File: src/rtl/afr_pkg.sv
package afr_pkg;

    localparam int PAD_W  = 4;
    localparam int STAT_W = 8;

    // status byte bit positions (decoded by the checker)
    localparam int ST_RDY    = 7;
    localparam int ST_RATE   = 6;
    localparam int ST_ERR    = 5;
    localparam int ST_ID_LO  = 3;
    localparam int ST_GAIN   = 2;
    localparam int ST_PAT_LO = 0;

    typedef enum logic [1:0] {
        ENG_ARM,
        ENG_WAIT,
        ENG_LOW,
        ENG_HIGH
    } eng_state_e;

endpackage

File: src/rtl/afr_sync.sv
module afr_sync #(
    parameter int STAGES = 2
) (
    input  logic clk_i,
    input  logic rst_ni,
    input  logic d_i,
    output logic q_o
);
    typedef struct packed {
        logic [STAGES-1:0] chain;
    } sync_t;

    sync_t d, q;

    generate
        if (STAGES == 1) begin : g_one
            always_comb begin
                d = q;
                d.chain = d_i;
            end
        end else begin : g_many
            always_comb begin
                d = q;
                d.chain = {q.chain[STAGES-2:0], d_i};
            end
        end
    endgenerate

    always_ff @(posedge clk_i or negedge rst_ni) begin
        if (!rst_ni) q <= '0;
        else         q <= d;
    end

    assign q_o = q.chain[STAGES-1];

endmodule

File: src/rtl/afr_shift_engine.sv
module afr_shift_engine
    import afr_pkg::*;
#(
    parameter int LO_CYC  = 13,
    parameter int HI_CYC  = 13,
    parameter int FRAME_W = 32
) (
    input  logic               clk_i,
    input  logic               rst_ni,
    input  logic               line_s_i,
    input  logic               out_free_i,
    output logic               sclk_o,
    output logic [FRAME_W-1:0] word_o,
    output logic               stb_o
);
    localparam int MAX_CYC = (LO_CYC > HI_CYC) ? LO_CYC : HI_CYC;
    localparam int TMR_W   = $clog2(MAX_CYC + 1);
    localparam int CNT_W   = $clog2(FRAME_W);
    localparam logic [CNT_W-1:0] LAST_BIT = CNT_W'(FRAME_W - 1);
    localparam logic [TMR_W-1:0] LO_LOAD  = TMR_W'(LO_CYC - 1);
    localparam logic [TMR_W-1:0] HI_LOAD  = TMR_W'(HI_CYC - 1);

    typedef struct packed {
        eng_state_e         st;
        logic               sclk;
        logic [TMR_W-1:0]   tmr;
        logic [CNT_W-1:0]   cnt;
        logic [FRAME_W-1:0] sh;
        logic               stb;
    } eng_t;

    eng_t d, q;

    always_comb begin
        d = q;
        d.stb = 1'b0;
        unique case (q.st)
            ENG_ARM: begin
                if (line_s_i) d.st = ENG_WAIT;
            end
            ENG_WAIT: begin
                if (!line_s_i && out_free_i) begin
                    d.st   = ENG_LOW;
                    d.sclk = 1'b0;
                    d.tmr  = LO_LOAD;
                    d.cnt  = '0;
                end
            end
            ENG_LOW: begin
                if (q.tmr == '0) begin
                    d.st   = ENG_HIGH;
                    d.sclk = 1'b1;
                    d.tmr  = HI_LOAD;
                end else begin
                    d.tmr = q.tmr - 1'b1;
                end
            end
            ENG_HIGH: begin
                if (q.tmr == '0) begin
                    d.sh = {q.sh[FRAME_W-2:0], line_s_i};
                    if (q.cnt == LAST_BIT) begin
                        d.st  = ENG_ARM;
                        d.stb = 1'b1;
                    end else begin
                        d.cnt  = q.cnt + 1'b1;
                        d.st   = ENG_LOW;
                        d.sclk = 1'b0;
                        d.tmr  = LO_LOAD;
                    end
                end else begin
                    d.tmr = q.tmr - 1'b1;
                end
            end
            default: d.st = ENG_ARM;
        endcase
    end

    always_ff @(posedge clk_i or negedge rst_ni) begin
        if (!rst_ni) begin
            q      <= '0;
            q.st   <= ENG_ARM;
            q.sclk <= 1'b1;
        end else begin
            q <= d;
        end
    end

    assign sclk_o = q.sclk;
    assign word_o = q.sh;
    assign stb_o  = q.stb;

    // checker-only counters: phase length and rising edges per frame
    logic [31:0] ph_len_q;
    logic [7:0]  rise_cnt_q;

    always_ff @(posedge clk_i or negedge rst_ni) begin
        if (!rst_ni) begin
            ph_len_q   <= '0;
            rise_cnt_q <= '0;
        end else begin
            ph_len_q <= (d.sclk != q.sclk) ? 32'd0 : ph_len_q + 32'd1;
            if (q.st == ENG_WAIT)          rise_cnt_q <= '0;
            else if (!q.sclk && d.sclk)    rise_cnt_q <= rise_cnt_q + 8'd1;
        end
    end

    AST_LOW_WIDTH: assert property (@(posedge clk_i) disable iff (!rst_ni)
        (!q.sclk && d.sclk) |-> ph_len_q == 32'(LO_CYC - 1));
    AST_HIGH_WIDTH: assert property (@(posedge clk_i) disable iff (!rst_ni)
        (q.st == ENG_HIGH && q.sclk && !d.sclk) |-> ph_len_q == 32'(HI_CYC - 1));
    AST_FRAME_EDGES: assert property (@(posedge clk_i) disable iff (!rst_ni)
        q.stb |-> rise_cnt_q == 8'(FRAME_W));
    AST_START_ON_LOW: assert property (@(posedge clk_i) disable iff (!rst_ni)
        (q.st == ENG_LOW && $past(q.st) == ENG_WAIT) |-> $past(!line_s_i && out_free_i));

endmodule

File: src/rtl/afr_frame_check.sv
module afr_frame_check
    import afr_pkg::*;
#(
    parameter int         RES_W   = 20,
    parameter int         FRAME_W = 32,
    parameter logic [1:0] EXP_ID  = 2'b00
) (
    input  logic               clk_i,
    input  logic               rst_ni,
    input  logic [FRAME_W-1:0] word_i,
    input  logic               stb_i,
    input  logic               ready_i,
    output logic               valid_o,
    output logic [RES_W-1:0]   data_o,
    output logic               gain_o,
    output logic               rate_o,
    output logic               err_o,
    output logic               sticky_o,
    output logic               out_free_o
);
    typedef struct packed {
        logic             valid;
        logic [RES_W-1:0] data;
        logic             gain;
        logic             rate;
        logic             err;
        logic             sticky;
    } chk_t;

    chk_t d, q;

    logic [RES_W-1:0]  raw_res;
    logic [PAD_W-1:0]  pad;
    logic [STAT_W-1:0] stat;
    logic              good;

    assign raw_res = word_i[FRAME_W-1 -: RES_W];
    assign pad     = word_i[STAT_W +: PAD_W];
    assign stat    = word_i[STAT_W-1:0];
    assign good    = (pad == '0) && !stat[ST_RDY]
                   && (stat[ST_ID_LO +: 2] == EXP_ID)
                   && (stat[ST_PAT_LO +: 2] == 2'b00);

    always_comb begin
        d = q;
        if (q.valid && ready_i) d.valid = 1'b0;
        if (stb_i) begin
            if (good) begin
                d.valid = 1'b1;
                d.data  = {~raw_res[RES_W-1], raw_res[RES_W-2:0]};
                d.gain  = stat[ST_GAIN];
                d.rate  = stat[ST_RATE];
                d.err   = stat[ST_ERR];
            end else begin
                d.sticky = 1'b1;
            end
        end
    end

    always_ff @(posedge clk_i or negedge rst_ni) begin
        if (!rst_ni) q <= '0;
        else         q <= d;
    end

    assign valid_o    = q.valid;
    assign data_o     = q.data;
    assign gain_o     = q.gain;
    assign rate_o     = q.rate;
    assign err_o      = q.err;
    assign sticky_o   = q.sticky;
    assign out_free_o = !q.valid;

    AST_HOLD_STABLE: assert property (@(posedge clk_i) disable iff (!rst_ni)
        (q.valid && !ready_i) |=> (q.valid && $stable(q.data) && $stable(q.gain)));
    AST_STICKY_KEEP: assert property (@(posedge clk_i) disable iff (!rst_ni)
        q.sticky |=> q.sticky);
    AST_VALID_FROM_FRAME: assert property (@(posedge clk_i) disable iff (!rst_ni)
        $rose(q.valid) |-> $past(stb_i));
    AST_ERR_FROM_FRAME: assert property (@(posedge clk_i) disable iff (!rst_ni)
        $rose(q.sticky) |-> $past(stb_i));

endmodule

File: src/rtl/adc_frame_reader.sv
module adc_frame_reader
    import afr_pkg::*;
#(
    parameter int         LO_CYC      = 13,
    parameter int         HI_CYC      = 13,
    parameter int         SYNC_STAGES = 2,
    parameter int         RES_W       = 20,
    parameter logic [1:0] EXP_ID      = 2'b00
) (
    input  logic             clk_i,
    input  logic             rst_ni,
    input  logic             line_i,
    output logic             sclk_o,
    output logic             res_valid_o,
    input  logic             res_ready_i,
    output logic [RES_W-1:0] res_data_o,
    output logic             res_gain_o,
    output logic             res_rate_o,
    output logic             res_err_o,
    output logic             frame_err_o
);
    localparam int FRAME_W = RES_W + PAD_W + STAT_W;

    logic               line_s;
    logic               out_free;
    logic [FRAME_W-1:0] word;
    logic               stb;

    afr_sync #(.STAGES(SYNC_STAGES)) u_sync (
        .clk_i (clk_i),
        .rst_ni(rst_ni),
        .d_i   (line_i),
        .q_o   (line_s)
    );

    afr_shift_engine #(
        .LO_CYC (LO_CYC),
        .HI_CYC (HI_CYC),
        .FRAME_W(FRAME_W)
    ) u_eng (
        .clk_i     (clk_i),
        .rst_ni    (rst_ni),
        .line_s_i  (line_s),
        .out_free_i(out_free),
        .sclk_o    (sclk_o),
        .word_o    (word),
        .stb_o     (stb)
    );

    afr_frame_check #(
        .RES_W  (RES_W),
        .FRAME_W(FRAME_W),
        .EXP_ID (EXP_ID)
    ) u_chk (
        .clk_i     (clk_i),
        .rst_ni    (rst_ni),
        .word_i    (word),
        .stb_i     (stb),
        .ready_i   (res_ready_i),
        .valid_o   (res_valid_o),
        .data_o    (res_data_o),
        .gain_o    (res_gain_o),
        .rate_o    (res_rate_o),
        .err_o     (res_err_o),
        .sticky_o  (frame_err_o),
        .out_free_o(out_free)
    );

    AST_QUIET_WHILE_PENDING: assert property (@(posedge clk_i) disable iff (!rst_ni)
        res_valid_o |-> sclk_o);

endmodule

File: config.mk
export PLATFORM = sky130hd
export DESIGN_NAME = adc_frame_reader
export DESIGN_NICKNAME = d
export VERILOG_FILES = /design/src/rtl/afr_pkg.sv /design/src/rtl/afr_sync.sv /design/src/rtl/afr_shift_engine.sv /design/src/rtl/afr_frame_check.sv /design/src/rtl/adc_frame_reader.sv
export SDC_FILE = /design/constraint.sdc
export NUM_CORES = 1
export LEC_CHECK = 0
export BUFFER_PORTS_ARGS = -buffer_cell sky130_fd_sc_hd__buf_2
export CORE_ASPECT_RATIO = 0.8
export CORE_UTILIZATION = 50
export DETAILED_ROUTE_END_ITERATION = 16
export GPL_TIMING_DRIVEN = 0
export PLACE_DENSITY = 0.69
export SLEW_MARGIN = 20
export SYNTH_ARGS = -nofsm -noshare
export SYNTH_HDL_FRONTEND = slang
export SYNTH_SLANG_ARGS = --single-unit
File: constraint.sdc
create_clock -name clk_i -period 3.25 [get_ports clk_i]
set_input_delay 0.65 -clock clk_i [delete_from_list [all_inputs] [get_ports clk_i]]
set_output_delay 0.65 -clock clk_i [all_outputs]
set_load 0.03 [all_outputs]
Yosys cells after proc, flatten, opt, wreduce, memory -nomap -nowiden. Index checks and enable logic that the tools add are counted.

Flip-flop bits (word level): 72. Bits of input ports: 4. Output and inout bits: 26. Word-level logic and storage cells: 67.

Add/subtract/negate cells: 2. Eq/ne operators: 10. Mux-type cells: 18. Bitwise gates (word level): 2. Reductions and logical operators: 22.

Operators by type and width (count): two-way mux 38 bit (1); two-way mux 25 bit (1); two-way mux 24 bit (1); case mux 5 bit (3 select lines) (1); two-way mux 12 bit (1); two-way mux 10 bit (1); case mux 5 bit (2 select lines) (1); zero test 4 bit (2); two-way mux 4 bit (2); case mux 2 bit (4 select lines) (1); AND reduction 4 bit (2); zero test 2 bit (3); two-way mux 3 bit (2); != test 2 x 1 -> 1 bit (second input constant) (3); AND reduction 2 bit (3); adder 5 x 1 -> 5 bit (second input constant) (1); equality test 5 bit (second input constant) (1); logical AND 1 bit (5); AND reduction 5 bit (1); equality test 2 bit (second input constant) (2); two-way mux 1 bit (4); two-way mux 2 bit (2); != test 2 bit (second input constant) (2); subtractor 4 x 1 -> 4 bit (second input constant) (1); 7 further kinds (10).

Depth between registers and ports, before layout.
Depth in word-level cells: 6. Gate-level depth with buffers: 8. Mapped depth without buffers: 8.

Modules after synthesis. From an unflattened synthesis, not the netlist that was laid out.

Cell total of the unflattened synthesis: 240. Area total of the unflattened synthesis: 3295.7 um2.

Modules (own cells, without submodules): afr_shift_engine (times used 1, cells each 178, area an instance 2192.1 um2, seq. area each 1127.3 um2); afr_frame_check (times used 1, cells each 60, area an instance 1053.5 um2, seq. area each 625.6 um2); afr_sync (times used 1, cells each 2, area an instance 50.0 um2, seq. area each 50.0 um2).

Worst setup path after synthesis. OpenSTA, ideal clock, no wires.

Path kind: register -> register. Start: register u_eng.q[33] (netlist bit). End: register u_eng.q[40] (netlist bit). Library setup time: 124 ps. Arrival time: 1607 ps. Data required time: 3126 ps. Path slack: 1519 ps. Cell stages (with the launch flop): 9. Path buffers: 0. Clock period less this slack: 1731 ps. Path through: dfrtp_1 > ha_1 > and3_1 > ha_1 > nand4bb_1 > a211oi_2 > inv_1 > a211oi_1 > nor2_1.

Word-level cells in the longest chain between the ends: 3.

RTL lines: start, declared (RTL line afr_shift_engine.sv:32) `eng_t d, q;`; equality test 5 bit (RTL line afr_shift_engine.sv:61) `if (q.cnt == LAST_BIT) begin`; != test 3 bit (no line); AND reduction 3 bit (no line).

No other way between the ends. A chain may end at the register's enable or synchronous reset.

Worst setup path after layout. Ends and elaborated chain as after synthesis.

==> impl_metrics.csv <==
group,metric,value,unit
status,status,"completed",
timing,drv_slew,0,
critical_path,crit_required,3480,ps
flow_run,max-cap-violations,0,
synthesis,syn_area_per_cell,15.56,sq um
synthesis,synth_nets,199,
floorplan,io_pins,30,
critical_path,critPathLaunchType,"flip-flop",
timing,tns,0,ps
floorplan,die_area,0.006291,sq mm
pwr,p_int,1.461,mW
critical_path,cp.arrival,2210,ps
final_layout,layout.nets,240,
timing,rsz0062_at_grt,"false",
routing,drt_pass1_iterations,4,
clock_tree,numCtsBuffers,9,
critical_path,rrSetupSlack,1270,ps
routing,via_per_inst,5.120,
floorplan,core.rowCount,24,
pwr,pwr-share-seq,0.517,
timing,fin_crit,1985,ps
clock_tree,htreeDepth,3,
final_layout,antennaDiodeCount,0,
floorplan,die_h,71.14,um
pwr,p_sw,0.5122,mW
timing,fin_hold_ws,181.6,ps
global_routing,grt_pass1_wl,7.769,mm
clock_tree,post_cts_resized,0,
global_routing,grt_util_all_layers,0.1695,
pwr,power_frac_comb,0.134,
global_routing,busiest_layer,"met1",
synthesis,syn_area,0.002988,sq mm
timing,finalCritPeriodShare,0.6107,
global_routing,antenna_found_initial,0,
synthesis,synthArstFlopShare,1.000,
critical_path,cpPeakStageDelay,370,ps
timing,skew,7.313,ps
clock_tree,cts_hold_buf,0,
timing,hold_viol,0,
global_routing,grt_max_degree,55,
synthesis,synth_edf_count,0,
clock_tree,cts.path.max_buffers,2,
critical_path,crit_path_end_kind,"flip-flop",
floorplan,start_util,0.5321,
pwr,power.density,570.7,mW/mm^2
global_routing,met3_usage,0.07351,
final_layout,fillCellCount,431,
pwr,peakVddDrop,0.3800,mV
pwr,power_switching_share,0.2595,
critical_path,crit_top_cell,"ha_1",
synthesis,synth-seq-cells,72,
global_routing,overflow,0,
synthesis,synthCells,192,
pwr,pwr-share-clk,0.349,
placement,dp_hpwl,3.138,mm
placement,place.gp.congestion,0.7507,
hold_path,min_path_type,"input pin to async pin",
clock_tree,clkTransAtPathRegs,80,ps
critical_path,crit_slowest_cell,"dfrtp_1",
routing,drcViolationCount,0,
clock_tree,clock_sinks,72,
routing,drtIter0Drc,73,
critical_path,worstPathMaxFanout,5,
routing,antenna_left,0,
placement,portBuffers,29,
synthesis,synth_seq_area_share,0.6034,
floorplan,core_area,0.005615,sq mm
final_layout,mostFrequentLayoutCell,"dfrtp_1",
clock_tree,root_buffer,"clkbuf_8",
synthesis,ys_warn_count,0,
synthesis,ys.flop_type,"dfrtp_1",
floorplan,dieWidth,88.43,um
critical_path,worstPathCellList,"ha_1, and3_1, ha_1, nand4bb_1, a211oi_2, inv_1, a211oi_1, nor2_1",
final_layout,areaGrowthSynthToFinish,15.75,%
routing,dr_total_vias,1618,
timing,worst_pin_slew,485.7,ps
final_layout,stdcell_count,316,
final_layout,final_cell_mix,"dfrtp_1, mux2_2, buf_2",
routing,routed_wl,4.553,mm
clock_tree,post-cts-setup-buffers,0,
final_layout,drive_gt1_frac,0.4706,
timing,max_freq,503.8,MHz
timing,slew_headroom,0.6748,
timing,finalSetupViolations,0,
global_routing,grt_use_met2,0.2316,
synthesis,yosysUniqueCellTypes,37,
placement,placed_cells,300,
routing,wl_per_cell,14.41,um
critical_path,critPathKind,"flip-flop to flip-flop",
global_routing,first_global_vias,1588,
clock_tree,cts_tree,"done",
global_routing,met1_usage,0.2434,
pwr,p_leak,1.840,nW
clock_tree,insertion_delay,340,ps
[worst max-delay path, delay by kind of cell (launching register included)]
kind	cells	cell delay (ps)
compound gates	2	560
fa+ha+maj	2	440
simple gates	3	400
flops	1	370
buf+inv	1	130
[logic make-up after synthesis]
group | Yosys count | synth area share
DFF | 72 | 0.6034
AOI/OAI and AO/OA | 16 | 0.03727
muxes | 55 | 0.2282
buffers and inverters | 13 | 0.02973
adders and majority gates | 3 | 0.01256
xor gates and xnor gates | 2 | 0.005864
and+or+nand+nor | 31 | 0.08292
[flip-flops by register name, indices dropped and copies added, names as in the netlist]
name and count:
u_eng.word_o 32, u_chk.sticky_o 1, u_chk.err_o 1, u_chk.gain_o 1, u_chk.data_o 20, u_chk.valid_o 1, u_eng.stb_o 1, u_eng.sclk_o 1
u_chk.rate_o 1, u_eng.q 11, u_sync.q 2
[layer usage]
metal,vias up,part of all wire
met4,0,0.0097
met1,793,0.51
li1,779,-
met2,42,0.43
met3,4,0.051
met5,-,0
[power by group through the flow]
stage	logic [mW]	registers [mW]	clock network, mW
6_report	0.265	1.02	0.689
5_1_grt	0.300	1.03	0.757
4_1_cts	0.268	1.02	0.717
3_5_place_dp	0.269	1.03	0
3_3_place_gp	0.254	1.03	0
2_1_floorplan	0.194	1.04	0
[cells in the mapped netlist, drive strengths merged (3+ instances only)]
library cell,number,share of area
dfrtp,71,0.59
mux2,54,0.22
buf,7,0.022
inv,6,0.0075
nor2,5,0.0063
o21ai,5,0.0084
nand2,4,0.0050
and3,3,0.0063
ha,3,0.013
nand4,3,0.011
nor2b,3,0.0063
nor3,3,0.0050
[cell type report]
| type | count | area, sq um | share of cell area |
|---|---|---|---|
| clock inverters | 5 | 56.30 | 0.01628 |
| well taps | 78 | 97.59 | 0.02822 |
| inverters | 6 | 22.52 | 0.006512 |
| repair buffers | 30 | 175.2 | 0.05065 |
| flip-flops and latches | 72 | 1803 | 0.5213 |
| multi-input cells | 107 | 1096 | 0.3169 |
| clock buffers | 11 | 141.4 | 0.04088 |
| plain buffers | 7 | 66.31 | 0.01918 |
[through the flow]
step | instance area, sq um | power, mW | worst slack, ps | util
floorplan | 2988 | 1.230 | 1519 | -
global route | 3458 | 2.087 | 1056 | 0.6159
global placement | 3231 | 1.289 | 1113 | 0.5753
detailed placement | 3261 | 1.304 | 1268 | 0.5807
finish | 3458 | 1.974 | 1265 | 0.6159
CTS | 3458 | 2.004 | 1278 | 0.6159
[final timing paths]
path	from	to	depth (start not counted)
max in group asynchronous	rst_ni	u_sync.q[0]$_DFF_PN0_	2
min reg2reg	u_sync.q[0]$_DFF_PN0_	u_sync.q[1]$_DFF_PN0_	0
min	rst_ni	u_chk.data_o[15]$_DFFE_PN0P_	1
min in group clk_i	u_sync.q[0]$_DFF_PN0_	u_sync.q[1]$_DFF_PN0_	0
max reg2reg	u_eng.q[33]$_DFFE_PN0P_	u_eng.q[40]$_DFFE_PN0P_	8
max	u_eng.q[33]$_DFFE_PN0P_	u_eng.q[40]$_DFFE_PN0P_	8
Note: power is estimated with default switching activity, not from simulation.
